File: config.mk
export PLATFORM = sky130hd
export DESIGN_NAME = spi_fs_ctrl
export DESIGN_NICKNAME = d
export VERILOG_FILES = /design/src/rtl/spi_fs_pkg.sv /design/src/rtl/spi_fs_fifo.sv /design/src/rtl/spi_fs_shifter.sv /design/src/rtl/spi_fs_ctrl.sv
export SDC_FILE = /design/constraint.sdc
export NUM_CORES = 1
export LEC_CHECK = 0
export BUFFER_PORTS_ARGS = -buffer_cell sky130_fd_sc_hd__clkbuf_2
export CAP_MARGIN = 20
export CORE_UTILIZATION = 33
export DETAILED_ROUTE_END_ITERATION = 7
export GPL_ROUTABILITY_DRIVEN = 0
export GPL_TIMING_DRIVEN = 0
export PLACE_DENSITY = 0.51
export SLEW_MARGIN = 20
export SYNTH_ARGS = -nofsm -noshare
export SYNTH_HDL_FRONTEND = slang
export SYNTH_SLANG_ARGS = --single-unit
File: constraint.sdc
create_clock -name clk -period 3.9 [get_ports clk]
set_clock_uncertainty 0.15 [all_clocks]
set_input_delay 0.78 -clock clk [delete_from_list [all_inputs] [get_ports clk]]
set_output_delay 0.78 -clock clk [all_outputs]
set_load 0.02 [all_outputs]
File: src/rtl/spi_fs_pkg.sv
package spi_fs_pkg;
  // level >= half of depth
  function automatic logic lvl_at_least_half(input logic [31:0] lvl, input logic [31:0] depth);
    return (lvl * 2) >= depth;
  endfunction
  // level <= half of depth, i.e. at least half the slots are free
  function automatic logic lvl_half_free(input logic [31:0] lvl, input logic [31:0] depth);
    return (lvl * 2) <= depth;
  endfunction
endpackage

File: src/rtl/spi_fs_fifo.sv
module spi_fs_fifo #(
  parameter int W     = 8,
  parameter int DEPTH = 8,
  localparam int AW   = (DEPTH > 1) ? $clog2(DEPTH) : 1,
  localparam int CW   = $clog2(DEPTH + 1)
) (
  input  logic          clk,
  input  logic          rst_n,
  input  logic          clr,
  input  logic          push,
  input  logic [W-1:0]  din,
  input  logic          pop,
  output logic [W-1:0]  dout,
  output logic [CW-1:0] lvl
);
  logic [W-1:0]  mem [DEPTH];
  logic [AW-1:0] wptr, rptr;
  logic          do_push, do_pop;

  function automatic logic [AW-1:0] ptr_next(input logic [AW-1:0] p);
    return (p == AW'(DEPTH - 1)) ? '0 : p + 1'b1;
  endfunction

  assign do_push = push && (lvl != CW'(DEPTH));
  assign do_pop  = pop && (lvl != '0);
  assign dout    = mem[rptr];

  always_ff @(posedge clk) begin
    if (!rst_n || clr) begin
      wptr <= '0;
      rptr <= '0;
      lvl  <= '0;
    end else begin
      if (do_push) wptr <= ptr_next(wptr);
      if (do_pop)  rptr <= ptr_next(rptr);
      lvl <= lvl + CW'(do_push) - CW'(do_pop);
    end
  end

  always_ff @(posedge clk) begin
    if (do_push && !clr) mem[wptr] <= din;
  end
endmodule

File: src/rtl/spi_fs_shifter.sv
module spi_fs_shifter #(
  parameter int DIVW = 8
) (
  input  logic            clk,
  input  logic            rst_n,
  input  logic            start,
  input  logic [7:0]      tx_byte,
  input  logic [DIVW-1:0] half_div,
  input  logic            miso,
  output logic            busy,
  output logic            sclk,
  output logic            mosi,
  output logic            cs_n,
  output logic            rx_valid,
  output logic [7:0]      rx_byte
);
  logic [DIVW-1:0] dcnt, lim;
  logic [2:0]      bits;
  logic [7:0]      sreg, rxs;

  assign lim  = (half_div == '0) ? '0 : half_div - 1'b1;
  assign mosi = sreg[7];
  assign cs_n = ~busy;

  always_ff @(posedge clk) begin
    if (!rst_n) begin
      busy <= 1'b0; sclk <= 1'b0; dcnt <= '0; bits <= '0;
      sreg <= '0; rxs <= '0; rx_valid <= 1'b0; rx_byte <= '0;
    end else begin
      rx_valid <= 1'b0;
      if (!busy) begin
        if (start) begin
          busy <= 1'b1; sreg <= tx_byte; dcnt <= '0; bits <= '0; sclk <= 1'b0;
        end
      end else if (dcnt == lim) begin
        dcnt <= '0;
        sclk <= ~sclk;
        if (!sclk) begin
          rxs <= {rxs[6:0], miso};
        end else begin
          sreg <= {sreg[6:0], 1'b0};
          bits <= bits + 1'b1;
          if (bits == 3'd7) begin
            busy     <= 1'b0;
            rx_valid <= 1'b1;
            rx_byte  <= rxs;
          end
        end
      end else begin
        dcnt <= dcnt + 1'b1;
      end
    end
  end
endmodule

File: src/rtl/spi_fs_ctrl.sv
module spi_fs_ctrl
  import spi_fs_pkg::*;
#(
  parameter int DEPTH = 8,
  parameter int DIVW  = 8,
  parameter int CNTW  = 16,
  localparam int CW   = $clog2(DEPTH + 1)
) (
  input  logic            clk,
  input  logic            rst_n,
  input  logic            en,
  input  logic            dma_mode,
  input  logic [DIVW-1:0] half_div,
  input  logic            tx_flush,
  input  logic            wr_en,
  input  logic [7:0]      wr_data,
  input  logic            rd_en,
  output logic [7:0]      rx_data,
  input  logic            dma_start,
  input  logic [CNTW-1:0] xfer_size,
  input  logic            src_valid,
  input  logic [7:0]      src_data,
  output logic            src_ready,
  output logic            snk_valid,
  input  logic            snk_ready,
  output logic            sclk,
  output logic            mosi,
  input  logic            miso,
  output logic            cs_n,
  output logic            st_tx_done,
  output logic            st_rx_done,
  output logic            st_rx_avail,
  output logic            st_rx_half,
  output logic            st_tx_space,
  output logic            st_tx_half
);
  // named internal events, visible to the bound checker
  logic            en_q, en_fall, drop, tx_clr;
  logic            tx_push, rx_pop, start, busy, rx_valid;
  logic [7:0]      tx_pdata, tx_head, rx_byte;
  logic [CW-1:0]   tx_lvl, rx_lvl;
  logic [CNTW-1:0] tx_left, rx_left;
  logic            rx_armed;

  assign en_fall   = en_q & ~en;
  assign drop      = en_fall & dma_mode;
  assign tx_clr    = tx_flush | drop;
  assign src_ready = dma_mode & (tx_lvl != CW'(DEPTH));
  assign tx_push   = dma_mode ? (src_valid & src_ready) : wr_en;
  assign tx_pdata  = dma_mode ? src_data : wr_data;
  assign snk_valid = dma_mode & (rx_lvl != '0);
  assign rx_pop    = dma_mode ? (snk_valid & snk_ready) : rd_en;
  assign start     = en & ~busy & (tx_lvl != '0) & (~dma_mode | (tx_left != '0));

  spi_fs_fifo #(.W(8), .DEPTH(DEPTH)) u_txq (
    .clk(clk), .rst_n(rst_n), .clr(tx_clr), .push(tx_push), .din(tx_pdata),
    .pop(start), .dout(tx_head), .lvl(tx_lvl)
  );

  spi_fs_fifo #(.W(8), .DEPTH(DEPTH)) u_rxq (
    .clk(clk), .rst_n(rst_n), .clr(1'b0), .push(rx_valid), .din(rx_byte),
    .pop(rx_pop), .dout(rx_data), .lvl(rx_lvl)
  );

  spi_fs_shifter #(.DIVW(DIVW)) u_shift (
    .clk(clk), .rst_n(rst_n), .start(start), .tx_byte(tx_head), .half_div(half_div),
    .miso(miso), .busy(busy), .sclk(sclk), .mosi(mosi), .cs_n(cs_n),
    .rx_valid(rx_valid), .rx_byte(rx_byte)
  );

  always_ff @(posedge clk) begin
    if (!rst_n) begin
      en_q <= 1'b0; tx_left <= '0; rx_left <= '0; rx_armed <= 1'b0;
    end else begin
      en_q <= en;
      if (dma_start) begin
        tx_left  <= xfer_size;
        rx_left  <= xfer_size;
        rx_armed <= 1'b1;
      end else begin
        if (drop)                    tx_left <= '0;
        else if (start && dma_mode)  tx_left <= tx_left - 1'b1;
        if (rx_valid && dma_mode && rx_left != '0) rx_left <= rx_left - 1'b1;
      end
    end
  end

  assign st_tx_done  = ~busy & (dma_mode ? (tx_left == '0) : (tx_lvl == '0));
  assign st_rx_done  = dma_mode & rx_armed & (rx_left == '0);
  assign st_rx_avail = ~dma_mode & (rx_lvl != '0);
  assign st_rx_half  = ~dma_mode & lvl_at_least_half(32'(rx_lvl), 32'(DEPTH));
  assign st_tx_space = (tx_lvl != CW'(DEPTH));
  assign st_tx_half  = lvl_half_free(32'(tx_lvl), 32'(DEPTH));
endmodule

==> results.toml <==
[run_status]
status = "finished, final reports clean"

[sta]
rsz0062_at_grt = "false"
tightest_slew_ns = 1.008
max_freq_mhz = 270.7
setup_viol = 0
finalCritPeriodShare_pct = 94.71
slew_headroom_pct = 32.57
slew_violations = 0
finalHoldViolCount = 0
setup_tns_ns = 0
finalCriticalPeriod_ns = 3.694

[clock_network]
cts_buffer_depth = 3
clk_latency_ns = 0.51
clkTransAtPathRegs_ns = 0.06
cts.sinks = 226
cts_buffers = 25
cts_tree = "done"
holdBufCountCts = 0
h-tree-depth = 1
cts_root_buf = "clkbuf_16"
cts_setup_buffers = 0

[floorplanning]
die-area_mm2 = 0.03174
core_area_mm2 = 0.03059
start_util_pct = 33.48
num_io_pins = 70
rows = 64
chipWidth_um = 178.2
fp.dieH_um = 178.2

[grt]
grt_max_degree = 14
first_global_vias = 6639
busiest_layer = "met2"
grt_pass1_wl_um = 36900
met3_usage_pct = 2.280
antenna_found_initial = 1
use_met1_pct = 20.43
grt_usage_pct = 14.97
grt_overflow_total = 0
use_met2_pct = 25.00

[logic_synthesis]
synth.most_common_cell = "edfxtp_1"
synthTopCellsByArea = "edfxtp_1 (38%), dfxtp_1 (19%), mux4_2 (7.0%), mux2i_1 (3.8%), ha_1 (3.5%)"
synth_top_cell_by_area = "edfxtp_1"
synth_seq_cells = 226
synth_common_cells = "edfxtp_1 (128), dfxtp_1 (98), nand2_1 (95), nor2_1 (66), a21oi_1 (47)"
synth_compound_area_share_pct = 7.893
syn_avg_cell_area_um2 = 12.03
synth_seq_area_share_pct = 56.70
yosys.area.top_type_share_pct = 37.54
synthMuxAreaShare_pct = 12.61
synthArstFlopShare_pct = 0
synthCells = 851
synthAdderAreaFrac_pct = 3.935
syn_area_mm2 = 0.01024
ys_warn_count = 0
synth_ff_type = "edfxtp_1"
yosys.area_share.xor_xnor_pct = 2.480
synth_top_family_by_area = "simple AND/OR/NAND/NOR gates"
synth_edf_count = 128
ys_types = 70
syn_nets = 933
synthSimpleGateAreaFrac_pct = 13.55

[final_layout]
n_antenna_cell = 0
seq_area_mm2 = 0.005806
fin_util_pct = 38.88
multiInputGateArea_mm2 = 0.004180
drive_gt1_share_pct = 19.02
nets = 1026
instances_no_fill = 1358
synthToLayoutAreaGrowth_pct = 16.14
n_fill_cell = 3023

[setup_path]
r2r_start = "tx_left[8]$_SDFFE_PN0P_"
worstSetupEndpointType = "primary output"
required_ns = 2.97
path_max_fanout = 10
crit_arrival_ns = 2.76
critical_path_class = "register to primary output"
critPathLaunchType = "register"

[placement]
port-buffer-count = 62
dp_hpwl_um = 16280
dp_cells = 1313

[drt]
detail_route.vias_per_cell = 4.989
first_pass_iters = 5
num_vias = 6775
detail-route-antenna-nets = 0
drt-initial-drc-count = 317
drc = 0
routedWlPerCell_um = 17.09
drt_wl_total_um = 23210

[power]
p_leak_uw = 0.004016
p_sw_share_pct = 28.49
p_sw_uw = 1776
peakVddDrop_uv = 375.1
seq_power_share_pct = 43.9
p_comb_share_pct = 20.3
clock_power_share_pct = 35.8
intPower_uw = 4458
powerDensity_mw_per_mm2 = 524.2

[min_path]
min_from = "u_shift.sreg[7]$_SDFFE_PN0P_"
hp-class = "register to register"

[job]
maxCapViolCount = 0
## power by group through the flow
stage / combinational, uW / clock [uW] / sequential [uW]
3_5_place_dp: 1280 / 0 / 2790
4_1_cts: 1290 / 2290 / 2740
3_3_place_gp: 1260 / 0 / 2790
5_1_grt: 1430 / 2380 / 2750
2_1_floorplan: 940 / 0 / 2760
6_report: 1270 / 2230 / 2740
## area by class of cell
type	count	share of cell area, %
flip-flops and latches	226	48.82
multi-input cells	555	35.15
plain buffers	42	1.610
inverters	28	0.8837
clock inverters	10	0.7049
clock buffers	35	5.828
repair buffers	66	2.841
well taps	396	4.166
## cells by family after synthesis
group,after synthesis
compound gates,127
fa+ha+maj,31
flops,226
xor+xnor,29
buf+inv,70
mux,87
simple gates,281
## registers in the layout (all words and copies together), names as in the netlist, 4 cells and up, named ones only
register         flops
u_txq.lvl            4
u_rxq.mem           64
u_txq.mem           64
tx_left             16
u_shift.rxs          8
u_shift.sreg         8
u_shift.dcnt         8
u_rxq.lvl            4
rx_left             16
u_shift.rx_byte      8
## worst max-delay path, stage by stage (launching register included)
cell and delay (ns):
dfxtp_1 0.30, clkbuf_1 0.42, clkdlybuf4s18_2 0.53, mux4_2 0.58, mux2_2 0.27, clkbuf_2 0.15
## per-layer routing
layer / vias up / share of wire [%]
met1: 3285 / 47
li1: 3340 / -
met3: 33 / 3.8
met4: 2 / 1.7
met5: - / 0.047
met2: 115 / 47
## stage by stage
step / setup WS [ns] / power, uW / instance area, um2 / hold slack [ns]
5_1_grt: 0.008086 / 6562 / 11890 / 0.3303
3_3_place_gp: -0.2019 / 4045 / 11050 / 0.2983
2_1_floorplan: 0.6475 / 3705 / 10240 / 0.2886
6_report: 0.2063 / 6234 / 11890 / 0.3153
4_1_cts: 0.1043 / 6318 / 11890 / 0.3165
3_5_place_dp: -0.001313 / 4066 / 11110 / 0.3074
## worst paths after layout
| path | slack [ns] | end | depth (start not counted) |
|---|---|---|---|
| max | 0.21 | rx_data[5] | 5 |
| min | 0.32 | u_shift.sreg[7]$_SDFFE_PN0P_ | 2 |
| max reg2reg | 0.62 | u_txq.lvl[2]$_SDFF_PP0_ | 11 |
| min reg2reg | 0.32 | u_shift.sreg[7]$_SDFFE_PN0P_ | 2 |
## cell usage in the layout (no fill, tap or decap), types with 4 or more instances in the layout
| cell | synthesis | final |
|---|---|---|
| edfxtp_1 | 128 | 128 |
| dfxtp_1 | 98 | 98 |
| nand2_1 | 95 | 95 |
| nor2_1 | 66 | 66 |
| clkbuf_2 | 0 | 62 |
| a21oi_1 | 47 | 47 |
| mux2i_1 | 39 | 39 |
| clkbuf_1 | 30 | 37 |
| mux4_2 | 32 | 32 |
| ha_1 | 29 | 29 |
| inv_1 | 26 | 26 |
| clkbuf_16 | 0 | 25 |
| o21ai_0 | 23 | 23 |
| nor3_1 | 28 | 22 |
| nand3_1 | 18 | 18 |
| mux2_2 | 16 | 16 |
| xnor2_1 | 16 | 16 |
| xor2_1 | 13 | 13 |
| o211ai_1 | 11 | 11 |
| nand2b_1 | 10 | 10 |
| a31oi_1 | 9 | 9 |
| nor2b_1 | 8 | 8 |
| and3_1 | 7 | 7 |
| nor4_1 | 7 | 6 |
| nor3_2 | 0 | 6 |
| or3_1 | 6 | 6 |
| buf_4 | 3 | 6 |
| buf_1 | 6 | 5 |
| nand4_1 | 5 | 5 |
| a211oi_1 | 5 | 5 |
| clkinv_2 | 0 | 5 |
| or4_1 | 4 | 4 |
| and2_1 | 4 | 4 |
## repair_timing
item,CTS,global route
hold endpoints to repair,0,0
gates resized for setup,2,1
gates cloned,0,0
setup endpoints to repair,8,1
(Power assumes the default switching activity.)
